$ cat src/rtl/tdm_pkg.sv
package tdm_pkg;
    localparam int SLOT_W  = 8;
    localparam int N_SLOTS = 4;
    localparam int POS_W   = $clog2(SLOT_W);

    typedef enum logic [2:0] {
        ST_IDLE = 3'd0,
        ST_D    = 3'd1,
        ST_C    = 3'd2,
        ST_B1   = 3'd3,
        ST_B2   = 3'd4
    } slot_st_t;

    // position within the byte for a given slot and serial position
    function automatic logic [POS_W-1:0] byte_bit(input slot_st_t st,
                                                  input logic [POS_W-1:0] pos);
        logic [POS_W-1:0] r;
        r = pos;
        if (st == ST_B1 || st == ST_B2)
            r = POS_W'(SLOT_W - 1) - pos;
        return r;
    endfunction

    // whether a serial position carries data in the selected format
    function automatic logic pos_used(input slot_st_t st,
                                      input logic [POS_W-1:0] pos,
                                      input logic hi);
        logic u;
        u = 1'b0;
        unique case (st)
            ST_IDLE: u = 1'b0;
            ST_D:    u = hi || (pos == '0);
            ST_C:    u = hi;
            ST_B1:   u = 1'b1;
            ST_B2:   u = hi;
        endcase
        return u;
    endfunction
endpackage

$ cat src/rtl/tdm_frame_ctrl.sv
module tdm_frame_ctrl
    import tdm_pkg::*;
(
    input  logic             clk,
    input  logic             rst_n,
    input  logic             frame_pulse,
    input  logic             rate_hi,
    output slot_st_t         cur_st,
    output logic [POS_W-1:0] cur_pos,
    output logic             frame_end,
    output logic             rate_eff,
    output logic             rate_lat,
    output logic             synced
);
    localparam logic [POS_W-1:0] LAST_POS = POS_W'(SLOT_W - 1);

    slot_st_t         state, state_n;
    logic [POS_W-1:0] pos, pos_n;
    logic             rate_r;

    // state register
    always_ff @(posedge clk or negedge rst_n) begin
        if (!rst_n) begin
            state  <= ST_IDLE;
            pos    <= '0;
            rate_r <= 1'b0;
        end else begin
            state <= state_n;
            pos   <= pos_n;
            if (frame_pulse)
                rate_r <= rate_hi;
        end
    end

    // outputs: position of the current cycle
    always_comb begin
        if (frame_pulse) begin
            cur_st  = ST_D;
            cur_pos = '0;
        end else begin
            cur_st  = state;
            cur_pos = pos;
        end
        rate_eff  = frame_pulse ? rate_hi : rate_r;
        rate_lat  = rate_r;
        synced    = (state != ST_IDLE);
        frame_end = (cur_st == ST_B2) && (cur_pos == LAST_POS);
    end

    // next state
    always_comb begin
        state_n = cur_st;
        pos_n   = cur_pos;
        if (cur_st != ST_IDLE) begin
            if (cur_pos == LAST_POS) begin
                pos_n = '0;
                unique case (cur_st)
                    ST_IDLE: state_n = ST_IDLE;
                    ST_D:    state_n = ST_C;
                    ST_C:    state_n = ST_B1;
                    ST_B1:   state_n = ST_B2;
                    ST_B2:   state_n = ST_D;
                endcase
            end else begin
                pos_n = cur_pos + 1'b1;
            end
        end
    end
endmodule

$ cat src/rtl/tdm_rx_deint.sv
module tdm_rx_deint
    import tdm_pkg::*;
(
    input  logic              clk,
    input  logic              rst_n,
    input  slot_st_t          cur_st,
    input  logic [POS_W-1:0]  cur_pos,
    input  logic              frame_end,
    input  logic              rate_eff,
    input  logic              rx_sdata,
    output logic [SLOT_W-1:0] rx_d,
    output logic [SLOT_W-1:0] rx_c,
    output logic [SLOT_W-1:0] rx_b1,
    output logic [SLOT_W-1:0] rx_b2,
    output logic              rx_valid
);
    logic [SLOT_W-1:0] work [N_SLOTS];
    logic [SLOT_W-1:0] assembled [N_SLOTS];
    logic [POS_W-1:0]  bidx;
    logic              bitv;

    always_comb begin
        bidx = byte_bit(cur_st, cur_pos);
        bitv = pos_used(cur_st, cur_pos, rate_eff) ? rx_sdata : 1'b1;
    end

    for (genvar g = 0; g < N_SLOTS; g++) begin : g_slot
        localparam slot_st_t G_ST = slot_st_t'(g + 1);

        always_ff @(posedge clk or negedge rst_n) begin
            if (!rst_n)
                work[g] <= '0;
            else if (cur_st == G_ST)
                work[g][bidx] <= bitv;
        end

        // include the bit arriving in this cycle
        always_comb begin
            assembled[g] = work[g];
            if (cur_st == G_ST)
                assembled[g][bidx] = bitv;
        end
    end

    always_ff @(posedge clk or negedge rst_n) begin
        if (!rst_n) begin
            rx_d     <= '0;
            rx_c     <= '0;
            rx_b1    <= '0;
            rx_b2    <= '0;
            rx_valid <= 1'b0;
        end else begin
            rx_valid <= frame_end;
            if (frame_end) begin
                rx_d  <= assembled[0];
                rx_c  <= assembled[1];
                rx_b1 <= assembled[2];
                rx_b2 <= assembled[3];
            end
        end
    end
endmodule

$ cat src/rtl/tdm_tx_ser.sv
module tdm_tx_ser
    import tdm_pkg::*;
(
    input  logic              clk,
    input  logic              rst_n,
    input  logic              frame_pulse,
    input  slot_st_t          cur_st,
    input  logic [POS_W-1:0]  cur_pos,
    input  logic              rate_eff,
    input  logic [SLOT_W-1:0] tx_d,
    input  logic [SLOT_W-1:0] tx_c,
    input  logic [SLOT_W-1:0] tx_b1,
    input  logic [SLOT_W-1:0] tx_b2,
    output logic              tx_sdata
);
    logic [SLOT_W-1:0] lat_d, lat_c, lat_b1, lat_b2;
    logic [SLOT_W-1:0] sel;
    logic              tx_next;

    always_ff @(posedge clk or negedge rst_n) begin
        if (!rst_n) begin
            lat_d  <= '0;
            lat_c  <= '0;
            lat_b1 <= '0;
            lat_b2 <= '0;
        end else if (frame_pulse) begin
            lat_d  <= tx_d;
            lat_c  <= tx_c;
            lat_b1 <= tx_b1;
            lat_b2 <= tx_b2;
        end
    end

    always_comb begin
        sel = '1;
        unique case (cur_st)
            ST_IDLE: sel = '1;
            ST_D:    sel = frame_pulse ? tx_d  : lat_d;
            ST_C:    sel = frame_pulse ? tx_c  : lat_c;
            ST_B1:   sel = frame_pulse ? tx_b1 : lat_b1;
            ST_B2:   sel = frame_pulse ? tx_b2 : lat_b2;
        endcase
        if (pos_used(cur_st, cur_pos, rate_eff))
            tx_next = sel[byte_bit(cur_st, cur_pos)];
        else
            tx_next = 1'b1;
    end

    always_ff @(posedge clk or negedge rst_n) begin
        if (!rst_n)
            tx_sdata <= 1'b1;
        else
            tx_sdata <= tx_next;
    end
endmodule

$ cat src/rtl/tdm_chan_port.sv
module tdm_chan_port
    import tdm_pkg::*;
(
    input  logic              clk,
    input  logic              rst_n,
    input  logic              frame_pulse,
    input  logic              rate_hi,
    input  logic              rx_sdata,
    input  logic [SLOT_W-1:0] tx_d,
    input  logic [SLOT_W-1:0] tx_c,
    input  logic [SLOT_W-1:0] tx_b1,
    input  logic [SLOT_W-1:0] tx_b2,
    output logic [SLOT_W-1:0] rx_d,
    output logic [SLOT_W-1:0] rx_c,
    output logic [SLOT_W-1:0] rx_b1,
    output logic [SLOT_W-1:0] rx_b2,
    output logic              rx_valid,
    output logic              tx_sdata
);
    slot_st_t         cur_st;
    logic [POS_W-1:0] cur_pos;
    logic             frame_end;
    logic             rate_eff;
    logic             rate_lat;
    logic             synced;

    tdm_frame_ctrl u_ctrl (
        .clk         (clk),
        .rst_n       (rst_n),
        .frame_pulse (frame_pulse),
        .rate_hi     (rate_hi),
        .cur_st      (cur_st),
        .cur_pos     (cur_pos),
        .frame_end   (frame_end),
        .rate_eff    (rate_eff),
        .rate_lat    (rate_lat),
        .synced      (synced)
    );

    tdm_rx_deint u_rx (
        .clk       (clk),
        .rst_n     (rst_n),
        .cur_st    (cur_st),
        .cur_pos   (cur_pos),
        .frame_end (frame_end),
        .rate_eff  (rate_eff),
        .rx_sdata  (rx_sdata),
        .rx_d      (rx_d),
        .rx_c      (rx_c),
        .rx_b1     (rx_b1),
        .rx_b2     (rx_b2),
        .rx_valid  (rx_valid)
    );

    tdm_tx_ser u_tx (
        .clk         (clk),
        .rst_n       (rst_n),
        .frame_pulse (frame_pulse),
        .cur_st      (cur_st),
        .cur_pos     (cur_pos),
        .rate_eff    (rate_eff),
        .tx_d        (tx_d),
        .tx_c        (tx_c),
        .tx_b1       (tx_b1),
        .tx_b2       (tx_b2),
        .tx_sdata    (tx_sdata)
    );
endmodule

$ cat config.mk
export PLATFORM = sky130hd
export DESIGN_NAME = tdm_chan_port
export DESIGN_NICKNAME = d
export VERILOG_FILES = /design/src/rtl/tdm_pkg.sv /design/src/rtl/tdm_frame_ctrl.sv /design/src/rtl/tdm_rx_deint.sv /design/src/rtl/tdm_tx_ser.sv /design/src/rtl/tdm_chan_port.sv
export SDC_FILE = /design/constraint.sdc
export NUM_CORES = 1
export LEC_CHECK = 0
export BUFFER_PORTS_ARGS = -buffer_cell sky130_fd_sc_hd__buf_4
export CORE_ASPECT_RATIO = 0.7
export CORE_MARGIN = 1.5
export CORE_UTILIZATION = 52
export CTS_CLUSTER_SIZE = 10
export DETAILED_ROUTE_END_ITERATION = 16
export PLACE_DENSITY = 0.76
export RECOVER_POWER = 25
export SETUP_SLACK_MARGIN = 0.1
export SYNTH_ARGS = -nofsm -noshare
export SYNTH_HDL_FRONTEND = slang
export SYNTH_SLANG_ARGS = --single-unit
$ cat constraint.sdc
create_clock -name clk -period 2.22 [get_ports clk]
set_input_delay 0.333 -clock clk [delete_from_list [all_inputs] [get_ports clk]]
set_output_delay 0.333 -clock clk [all_outputs]
set_load 0.005 [all_outputs]
# ---- Yosys cells after proc, flatten, opt, wreduce, memory -nomap -nowiden
# Index checks and enable logic that the tools add are counted.
dict set report totals {
  ff_bits 105
  out_inout_bits 34
  word_cells 65
}
dict set report op_classes {
  n_addsub 2
  magnitude_cmp 3
  eq_ne 5
  n_mux 30
  reduce_logical 8
}
# operator n
set ops {}
lappend ops {{8-bit two-way mux} 8}
lappend ops {{8-bit case mux with 5 select lines} 1}
lappend ops {{8-bit bitwise mux} 4}
lappend ops {{3-bit two-way mux} 8}
lappend ops {{3-bit case mux with 5 select lines} 1}
lappend ops {{3-bit by 4-bit < comparator with 1-bit output, second input constant} 2}
lappend ops {{3-bit by 2-bit equality test with 1-bit output, second input constant} 2}
lappend ops {{3-bit equality test, second input constant} 2}
lappend ops {{3-bit zero test} 2}
lappend ops {{1-bit two-way mux} 5}
lappend ops {{1-bit case mux with 4 select lines} 1}
lappend ops {{3-bit by 1-bit adder with 3-bit output, second input constant} 1}
lappend ops {{1-bit binary-select mux with 3-bit select} 1}
lappend ops {{1-bit demux with 3-bit select} 1}
lappend ops {{3-bit by 1-bit equality test with 1-bit output, second input constant} 1}
lappend ops {{3-bit by 1-bit greater-or-equal comparator with 1-bit output, second input constant} 1}
lappend ops {{3-bit nonzero test} 1}
lappend ops {{3-bit subtractor, first input constant} 1}
lappend ops {{1-bit logical AND} 2}
lappend ops {{1-bit logical OR} 2}
lappend ops {{2-bit OR reduction} 1}

# ---- Logic depth before layout (Yosys ltp)
# Gate-level depths: netlist of the first run.
dict set report logic_depth {
  depth_word 10
  mapped_depth 11
  ltp_nobuf 8
}

# ---- Cells and area by module
# From an unflattened synthesis of the first run, not the netlist that was laid out.
dict set report unflattened {
  hier_cells 483
  area_unflattened_um2 5481.5
}
# module instances cells_each area_per_inst_um2 seq_area_each_um2
set by_module_without_submodules {}
lappend by_module_without_submodules {tdm_rx_deint 1 294 3166.8 1626.6}
lappend by_module_without_submodules {tdm_tx_ser 1 150 1870.5 827.0}
lappend by_module_without_submodules {tdm_frame_ctrl 1 39 444.2 175.2}

# ---- Worst setup path after synthesis of the first run
# Ideal clock, no wire load.
dict set report synth_path {
  kind {input to register}
  startpoint {input port frame_pulse}
  endpoint {register u_rx.rx_c[4]}
  arrival_ps 2268
  required_time_ps 2095
  setup_slack_ps -173
  path_stages 10
  path_buffers 2
  cell_sequence {buf_1 clkinv_1 nand2_1 ha_1 a2bb2oi_1 o211a_1 or2_1 buf_2 mux2_2 mux2_2}
}
# item line_no
set synth_lines {}
lappend synth_lines {{start, declared} tdm_chan_port.sv:6} ;# input logic frame_pulse,
lappend synth_lines {{end signal, assigned} tdm_rx_deint.sv:56} ;# rx_c <= assembled[1];
lappend synth_lines {{end, declared} tdm_rx_deint.sv:12} ;# output logic [SLOT_W-1:0] rx_c,

==> results of run 1 <==
==> cell families after synthesis <==
logic type | count (synthesis) | share of synthesized area [%]
AOI/OAI and AO/OA | 81 | 11.21
xor gates and xnor gates | 2 | 0.3471
adders and majority gates | 3 | 0.7438
buffers and inverters | 37 | 3.297
DFF | 105 | 52.08
muxes | 91 | 20.01
and+or+nand+nor | 118 | 12.32
==> per-stage QoR <==
step           hold slack [ps]  total power [mW]
6_report                 210.8             4.394
4_1_cts                  76.35             4.365
2_1_floorplan            37.41             2.522
3_5_place_dp             442.9             2.831
5_1_grt                  209.3             4.555
3_3_place_gp             439.2             2.810
==> layout by cell type (no fill, tap or decap), types with 3 or more instances in the layout <==
cell,count
sky130_fd_sc_hd__o21ai_0,14
sky130_fd_sc_hd__o21ai_1,13
sky130_fd_sc_hd__mux2i_1,12
sky130_fd_sc_hd__buf_4,131
sky130_fd_sc_hd__nand2_2,3
sky130_fd_sc_hd__mux2_2,70
sky130_fd_sc_hd__o22ai_1,9
sky130_fd_sc_hd__nor3_2,3
sky130_fd_sc_hd__dfrtp_1,100
sky130_fd_sc_hd__nor3_1,6
sky130_fd_sc_hd__or3b_4,3
sky130_fd_sc_hd__dfrtp_2,4
sky130_fd_sc_hd__a221o_1,4
sky130_fd_sc_hd__nand2b_1,5
sky130_fd_sc_hd__buf_6,3
sky130_fd_sc_hd__nor2_1,11
sky130_fd_sc_hd__a22oi_1,5
sky130_fd_sc_hd__inv_1,3
sky130_fd_sc_hd__nand2_1,44
sky130_fd_sc_hd__nand3_1,4
sky130_fd_sc_hd__clkbuf_16,9
sky130_fd_sc_hd__mux2_1,8
sky130_fd_sc_hd__nor2b_1,6
sky130_fd_sc_hd__a21oi_1,12
==> state kept, by name, indices dropped and copies added (netlist names) <==
name / cells
u_rx.rx_c: 8
u_rx.work: 32
u_tx.lat_d: 8
u_rx.rx_valid: 1
u_rx.rx_b1: 8
u_ctrl.pos: 3
u_tx.lat_b1: 8
u_rx.rx_b2: 8
u_ctrl.state: 3
u_tx.tx_sdata: 1
u_tx.lat_b2: 8
u_rx.rx_d: 8
u_ctrl.rate_lat: 1
u_tx.lat_c: 8
==> where the power goes <==
part	switching, mW	leakage (nW)	internal, mW
registers	0.0817	1.34	2.07
logic	0.364	1.58	0.346
clock network	0.731	0.145	0.806
==> worst paths after layout <==
check,slack [ps],start,endpoint
max in group asynchronous,840,rst_n,u_ctrl.state[1]
worst max-delay path,60,u_ctrl.state[1],u_rx.work[18]
worst min register to register,480,u_rx.work[11],u_rx.rx_b1[3]
worst max register to register,60,u_ctrl.state[1],u_rx.work[18]
min in group asynchronous,420,rst_n,u_ctrl.pos[0]
worst min-delay path,210,tx_b1[5],u_tx.lat_b1[5]
==> per-layer routing <==
metal,share of wire [%],up-vias
li1,-,1822
met1,47,2076
met2,45,144
met3,6.7,12
met4,1.2,0
met5,0,-
==> what timing repair did <==
| item | in CTS | in global routing |
|---|---|---|
| endpoints found under the hold margin | 0 | 0 |
| setup buffers | 5 | 3 |
| resized for setup | 10 | 34 |
| pin swaps | 4 | 14 |
| endpoints found under the setup margin | 17 | 33 |
==> critical path: cells and delay by family, from the launching register on <==
family	cells	cell delay (ps)
flops	1	450
mux	1	310
simple gates	3	930
compound gates	1	370
==> layout make-up <==
cell class,count,area [µm²]
timing repair buffer,137,1052
fill,663,2675
clock inverter,6,47.55
inverter,6,27.53
clock buffer,10,239.0
sequential,105,2634
multi-input combinational,295,2422
tap,124,155.1
==> results by stage, run 1 <==
Route:
- Detailed routing inserted a total of 4054 vias.
- For this run, design rule violations remaining after detail routing come to 0.
- The routed design has 13190 µm of wire.
- In this run the remaining antenna-violating nets after routing total 0.
- In the routed layout, each cell is associated on average with a via count of 5.936.
- The count of routing violations after the opening detailed-route iteration is 356.
- Dividing the detail-routed wire length by the instance count gives 19.31 µm.
- The iteration count of the initial detailed-routing pass is 5.

Outcome:
- The run finished with clean final reports.

Synthesis:
- After synthesis the netlist holds a flip-flop and latch count of 105.
- For this run, the number of Yosys warnings is 0.
- Counting distinct cell types in the post-synthesis netlist gives 65.
- The mean post-synth cell area is 11.55 µm².
- Summed over its instances, the top area cell type makes up 51.56% of the synthesized netlist area.
- Sequential elements use 52.08% of the synthesized area.
- The post-synthesis async set-or-reset flop share is 100.0%.
- The largest total area in the synthesized netlist belongs to sky130_fd_sc_hd__dfrtp_1.
- The synthesized netlist occupies a cell area of 0.005047 mm².
- The cell with the most instances after synthesis is sky130_fd_sc_hd__dfrtp_1.
- Sorting the synthesized cells by how often they occur yields sky130_fd_sc_hd__dfrtp_1 (104), sky130_fd_sc_hd__mux2_2 (70), sky130_fd_sc_hd__nand2_1 (49).
- The dominant register cell in the synthesized netlist is sky130_fd_sc_hd__dfrtp_1.
- The count of flip-flops with a built-in enable after synthesis is 0.
- The synthesized netlist net count is 477.
- In the post-synthesis netlist, the biggest area contributors are sky130_fd_sc_hd__dfrtp_1 (52%), sky130_fd_sc_hd__mux2_2 (16%), sky130_fd_sc_hd__nand2_1 (3.6%).
- Synthesis produced a netlist whose cell count is 437.

Die:
- The core box area is 0.009253 mm².
- The die outline area is 0.01032 mm².
- Once the floorplan was initialized, standard cells occupied 54.55% of the core.
- The vertical die dimension is 85.43 µm.
- The floorplan step set the die width to 120.8 µm.
- The floorplan row count is 29.
- During I/O placement, the number of pins put on the boundary was 71.

CTS:
- The number of buffers added by the clock tree synthesis step is 9.
- The H-tree was split into 3 levels.
- After clock tree synthesis, the flow added hold-fix buffers numbering 0.
- The clock latency at the later pin of the worst-skew pair is 350 ps.
- The tree is rooted in a sky130_fd_sc_hd__clkbuf_16.
- The clock drives 105 sinks.
- The TritonCTS clock tree is done.
- After clock tree synthesis, the clock-pin slew on the worst setup and hold paths is 70 ps.
- The clock tree buffer depth is 2.

Place:
- In this run the cell area measured after placement is 0.006057 mm².
- At the end of routability-driven placement, the weighted congestion stood at 0.8875.
- Timing analysis after detailed placement gives a worst setup slack of -20.63 ps.
- In this run, placement finished with an instance count of 659.
- The placed wire-length estimate is 9046 µm.
- The quantity of I/O buffers inserted on ports is 70.

Global route:
- The number of antenna violations at the first check in global routing is 0.
- The busiest layer in global routing is met2.
- The via count of the first global-routing pass is 3957.
- The met3 capacity usage during global routing is 5.108%.
- The overall overflow remaining after global route is 0.
- The met2 track utilization from global routing is 39.57%.
- The met1 routing resource usage after global routing is 39.24%.
- The largest net degree at the start of global routing is 106.
- The global-route wire length before repair is 20870 µm.
- The all-layer global routing usage is 26.39%.

Setup path:
- The signal on the critical path passes through or3b_4 > or3b_4 > a32oi_4 > nand2_1 > mux2_4.
- Of all nets on the critical path, the largest fanout is 7.
- By startpoint and endpoint, the worst setup path is classified as reg2reg.
- The critical path capture point type is a flop.
- The arrival time of the worst setup path is 2400 ps.
- The critical path launch point type is a flop.
- The data required time at the worst endpoint is 2460 ps.
- The number of cells traversed by the worst register-to-register path is 5.
- Among all stages on the critical path, the largest delay is contributed by sky130_fd_sc_hd__dfrtp_2.
- In this design, the stage delay of the slowest critical-path cell is 450 ps.
- In this design, the critical path's most frequently occurring cell is sky130_fd_sc_hd__or3b_4.

Timing:
- At the pin with the least slew margin, the transition time is 1412 ps.
- The post-route fraction of the period consumed by the critical path is 97.41%.
- The final count of hold timing violations is 0.
- Setup repair after global routing could not meet its margin everywhere.
- The slack of the critical path is 57.56 ps.
- The setup-violating endpoint count in the final report is 0.
- The final-report max-slew violation count is 0.
- Setup total negative slack on the finished layout was measured at 0 ps.
- The clock tree skew after final layout is 6.335 ps.
- The clock period could shrink to 2162 ps.
- Measured against its own limit, the worst slew margin works out to 5.857%.
- For this run, the top clock speed supported by timing is 462.4 MHz.

Power:
- The highest ir drop seen on vdd is 530.1 µV.
- The areal power density over the cells is 668.1 mW/mm².
- For this design the static power due to leakage is 3.070 nW.

Hold path:
- The worst hold path class is in2reg.
- The worst hold path was traced through 2 stages.

Finish:
- The area growth from synthesis to layout is 30.32%.
- After the flow finishes, the layout carries non-filler instances totaling 683.
- The layout cell share with drive strength beyond 1 is 47.58%.
- The post-layout utilization of the core is 71.09%.
- At the end of the flow, the number of nets in the layout was 594.
- The number of diodes added for antenna fixing is 0.
- The final design area excluding fillers is 0.006578 mm².

Flow run:
- Across the run, the number of max-cap violations was 0.
No activity file was read; power rests on OpenSTA's default activity.
==> run 2, diff against run 1 <==
--- a/config.mk
+++ b/config.mk
@@ -12,7 +12,6 @@
 export CTS_CLUSTER_SIZE = 10
 export DETAILED_ROUTE_END_ITERATION = 16
 export PLACE_DENSITY = 0.76
-export RECOVER_POWER = 25
 export SETUP_SLACK_MARGIN = 0.1
 export SYNTH_ARGS = -nofsm -noshare
 export SYNTH_HDL_FRONTEND = slang
==> run 2 against run 1 <==
Clock-buffer cell count is the same. Register-to-register slack about the same. Clock power hardly changed. Largest cell class unchanged. Largest power group unchanged.
==> results by stage, run 2 (synthesized netlist as in run 1, its figures left out) <==
Setup path:
- The largest stage delay on the critical path is 450 ps (about the same).
- The most frequent cell on the critical path is sky130_fd_sc_hd__or3b_4 (unchanged).
- The cell class contributing the biggest share of worst-path delay is simple AND/OR/NAND/NOR gates (unchanged).
- The arrival time of the worst setup path is 2400 ps (about the same).
- The cell with the largest stage delay on the worst path is sky130_fd_sc_hd__dfrtp_2 (unchanged).
- The number of buffer and inverter instances along the worst setup path is 0 (unchanged).
- The maximum fanout count along the critical path was 7 (unchanged).
- The critical path launch point type is a flop (unchanged).
- List of cells traversed by the critical path: or3b_4 > or3b_4 > a32oi_4 > nand2_1 > mux2_4 (unchanged).
- The data required time at the worst endpoint is 2460 ps (about the same).
- The kind of critical path is reg2reg (unchanged).
- The critical path capture point type is a flop (unchanged).

Global route:
- The all-layer global routing usage is 26.39% (unchanged).
- The overall overflow remaining after global route came to 0 (unchanged).
- The global-route wire length before repair is 20870 µm (unchanged).
- The via count of the first global-routing pass is 3957 (unchanged).
- The largest net degree at the start of global routing is 106 (unchanged).
- The number of antenna violations at the first check in global routing is 0 (unchanged).

CTS:
- The buffer cell driving the clock tree root is sky130_fd_sc_hd__clkbuf_16 (unchanged).
- The clock sink count is 105 (unchanged).
- The clock tree buffer depth is 2 (unchanged).
- The level count of the clock H-tree is 3 (unchanged).
- The TritonCTS clock tree is done (unchanged).
- The clock transition time at the flip-flop clock pins of the worst setup and hold paths was 70 ps (about the same).
- The clock latency at the later pin of the worst-skew pair came to 350 ps (about the same).
- The number of buffers added by the clock tree synthesis step was 9 (unchanged).

Timing:
- The maximum operating frequency came to 463.5 MHz (was 462.4 MHz).
- The slew at the pin closest to its max-slew limit was 573.0 ps (was 1412 ps).
- The final-report max-slew violation count is 0 (unchanged).
- The final period demand of the worst path came to 2158 ps (was 2162 ps).
- The headroom to the max-slew limit was 61.80% (was 5.857%).
- RSZ-0062 raised after global routing: yes (unchanged).
- The final count of hold timing violations is 0 (unchanged).
- The setup-violating endpoint count in the final report is 0 (unchanged).
- The post-route fraction of the period consumed by the critical path is 97.19% (was 97.41%).
- The clock tree skew after final layout was 6.475 ps (was 6.335 ps).

Finish:
- The number of nets at the end of the flow is 594 (unchanged).
- Commonest cells after routing, fill and taps aside: sky130_fd_sc_hd__buf_4 (132), sky130_fd_sc_hd__dfrtp_1 (100), sky130_fd_sc_hd__mux2_2 (70) (was sky130_fd_sc_hd__buf_4 (131), sky130_fd_sc_hd__dfrtp_1 (100), sky130_fd_sc_hd__mux2_2 (70)).
- The area added between synthesis and finish is 30.57% (was 30.32%).
- The number of diodes added for antenna fixing was 0 (unchanged).
- The register bank with the most flops is u_rx.work (unchanged).
- The layout cell share with drive strength beyond 1 is 47.58% (unchanged).
- The commonest non-fill, non-tap cell in the layout is sky130_fd_sc_hd__buf_4 (unchanged).
- The final design area excluding fillers is 0.006590 mm² (was 0.006578 mm²).
- The non-filler instance count after layout is 683 (unchanged).
- The number of flip-flops under the largest register name came to 32 (unchanged).

Power:
- The highest ir drop seen on vdd is 530.8 µV (was 530.1 µV).
- The areal power density over the cells is 667.4 mW/mm² (was 668.1 mW/mm²).
- The leakage power of the design is 3.075 nW (was 3.070 nW).

Die:
- The total I/O pin count was 71 (unchanged).
- The core box area is 0.009253 mm² (unchanged).
- The width of the die is 120.8 µm (unchanged).
- The floorplan row count came to 29 (unchanged).
- The vertical die dimension came to 85.43 µm (unchanged).
- The die outline area is 0.01032 mm² (unchanged).
- The initial cell density of the core is 54.55% (unchanged).

Place:
- The number of placed instances with taps included is 659 (unchanged).
- The final weighted congestion in routability-driven placement is 0.8875 (unchanged).
- The post-detailed-placement cell area is 0.006057 mm² (unchanged).
- The placed wire-length estimate is 9046 µm (unchanged).
- The quantity of I/O buffers inserted on ports is 70 (unchanged).

Route:
- The detail-routed via count per cell is 5.909 (was 5.936).
- The via total after detailed routing is 4036 (was 4054).
- The final antenna-violating net count was 0 (unchanged).
- The total wire length is 13190 µm (about the same).
- The iteration count of the initial detailed-routing pass came to 5 (unchanged).
- The detail-routed net length per standard cell was 19.31 µm (about the same).
- The number of remaining DRC errors is 0 (unchanged).
- The count of routing violations after the opening detailed-route iteration was 362 (was 356).

Flow run:
- The count of max-cap constraint violations is 0 (unchanged).

Hold path:
- The worst hold path class is in2async (was in2reg).

Outcome:
- Result of the run: complete, no violations (unchanged).
[run 2: worst paths after layout]
path                                       from              to  slack, ps  depth (start not counted)
worst max-delay path            u_ctrl.state[1]   u_rx.work[18]         60                          5
worst max register to register  u_ctrl.state[1]   u_rx.work[18]         60                          5
worst min register to register    u_rx.work[11]   u_rx.rx_b1[3]        480                          1
min in group clk                       tx_b1[5]  u_tx.lat_b1[5]        210                          2
worst min-delay path                      rst_n   u_ctrl.pos[0]         20                          2
max in group asynchronous                 rst_n  u_tx.lat_b1[4]       1760                          2
[run 2: stage by stage]
step | setup WS, ps | total power [mW] | hold WS, ps | util (%) | setup TNS (ps)
3_5_place_dp | -20.63 | 2.831 | 442.9 | 65.46 | -30.60
3_3_place_gp | 33.75 | 2.810 | 439.2 | 65.46 | 0
6_report | 62.37 | 4.398 | 19.52 | 71.22 | 0
5_1_grt | -1.066 | 4.558 | 96.05 | 71.22 | -1.066
2_1_floorplan | 100.9 | 2.522 | 37.41 | - | 0
4_1_cts | 101.1 | 4.365 | 76.35 | 69.44 | 0
[run 2: report_power, final]
part / leakage, nW / internal (mW) / switching, mW / total [mW]
Clock: 0.145 / 0.806 / 0.732 / 1.54
Combinational: 1.58 / 0.349 / 0.364 / 0.713
Sequential: 1.34 / 2.07 / 0.0815 / 2.15
[run 2: what timing repair did]
action,4_1_cts,5_1_grt
setup endpoints to repair,17,33
pin swaps,4,14
resized for setup,10,34
hold buffers,0,0
setup buffers,5,3
[run 2: final cells by class]
cell class	instances	area, µm²
fillers	661	2663
flip-flops and latches	105	2634
multi-input cells	295	2422
repair buffers	137	1065
clock buffers	10	239.0
well taps	124	155.1
clock inverters	6	47.55
inverters	6	27.53
[run 2: per-layer routing]
metal / share of wire (%) / GRT usage (%) / up-vias / wire length (µm)
met3: 6.9 / 5.108 / 12 / 912
met5: 0 / 0 / - / 0
met4: 1.2 / 7.701 / 0 / 164
li1: - / - / 1822 / -
met2: 45 / 39.57 / 142 / 5921
met1: 47 / 39.24 / 2060 / 6187
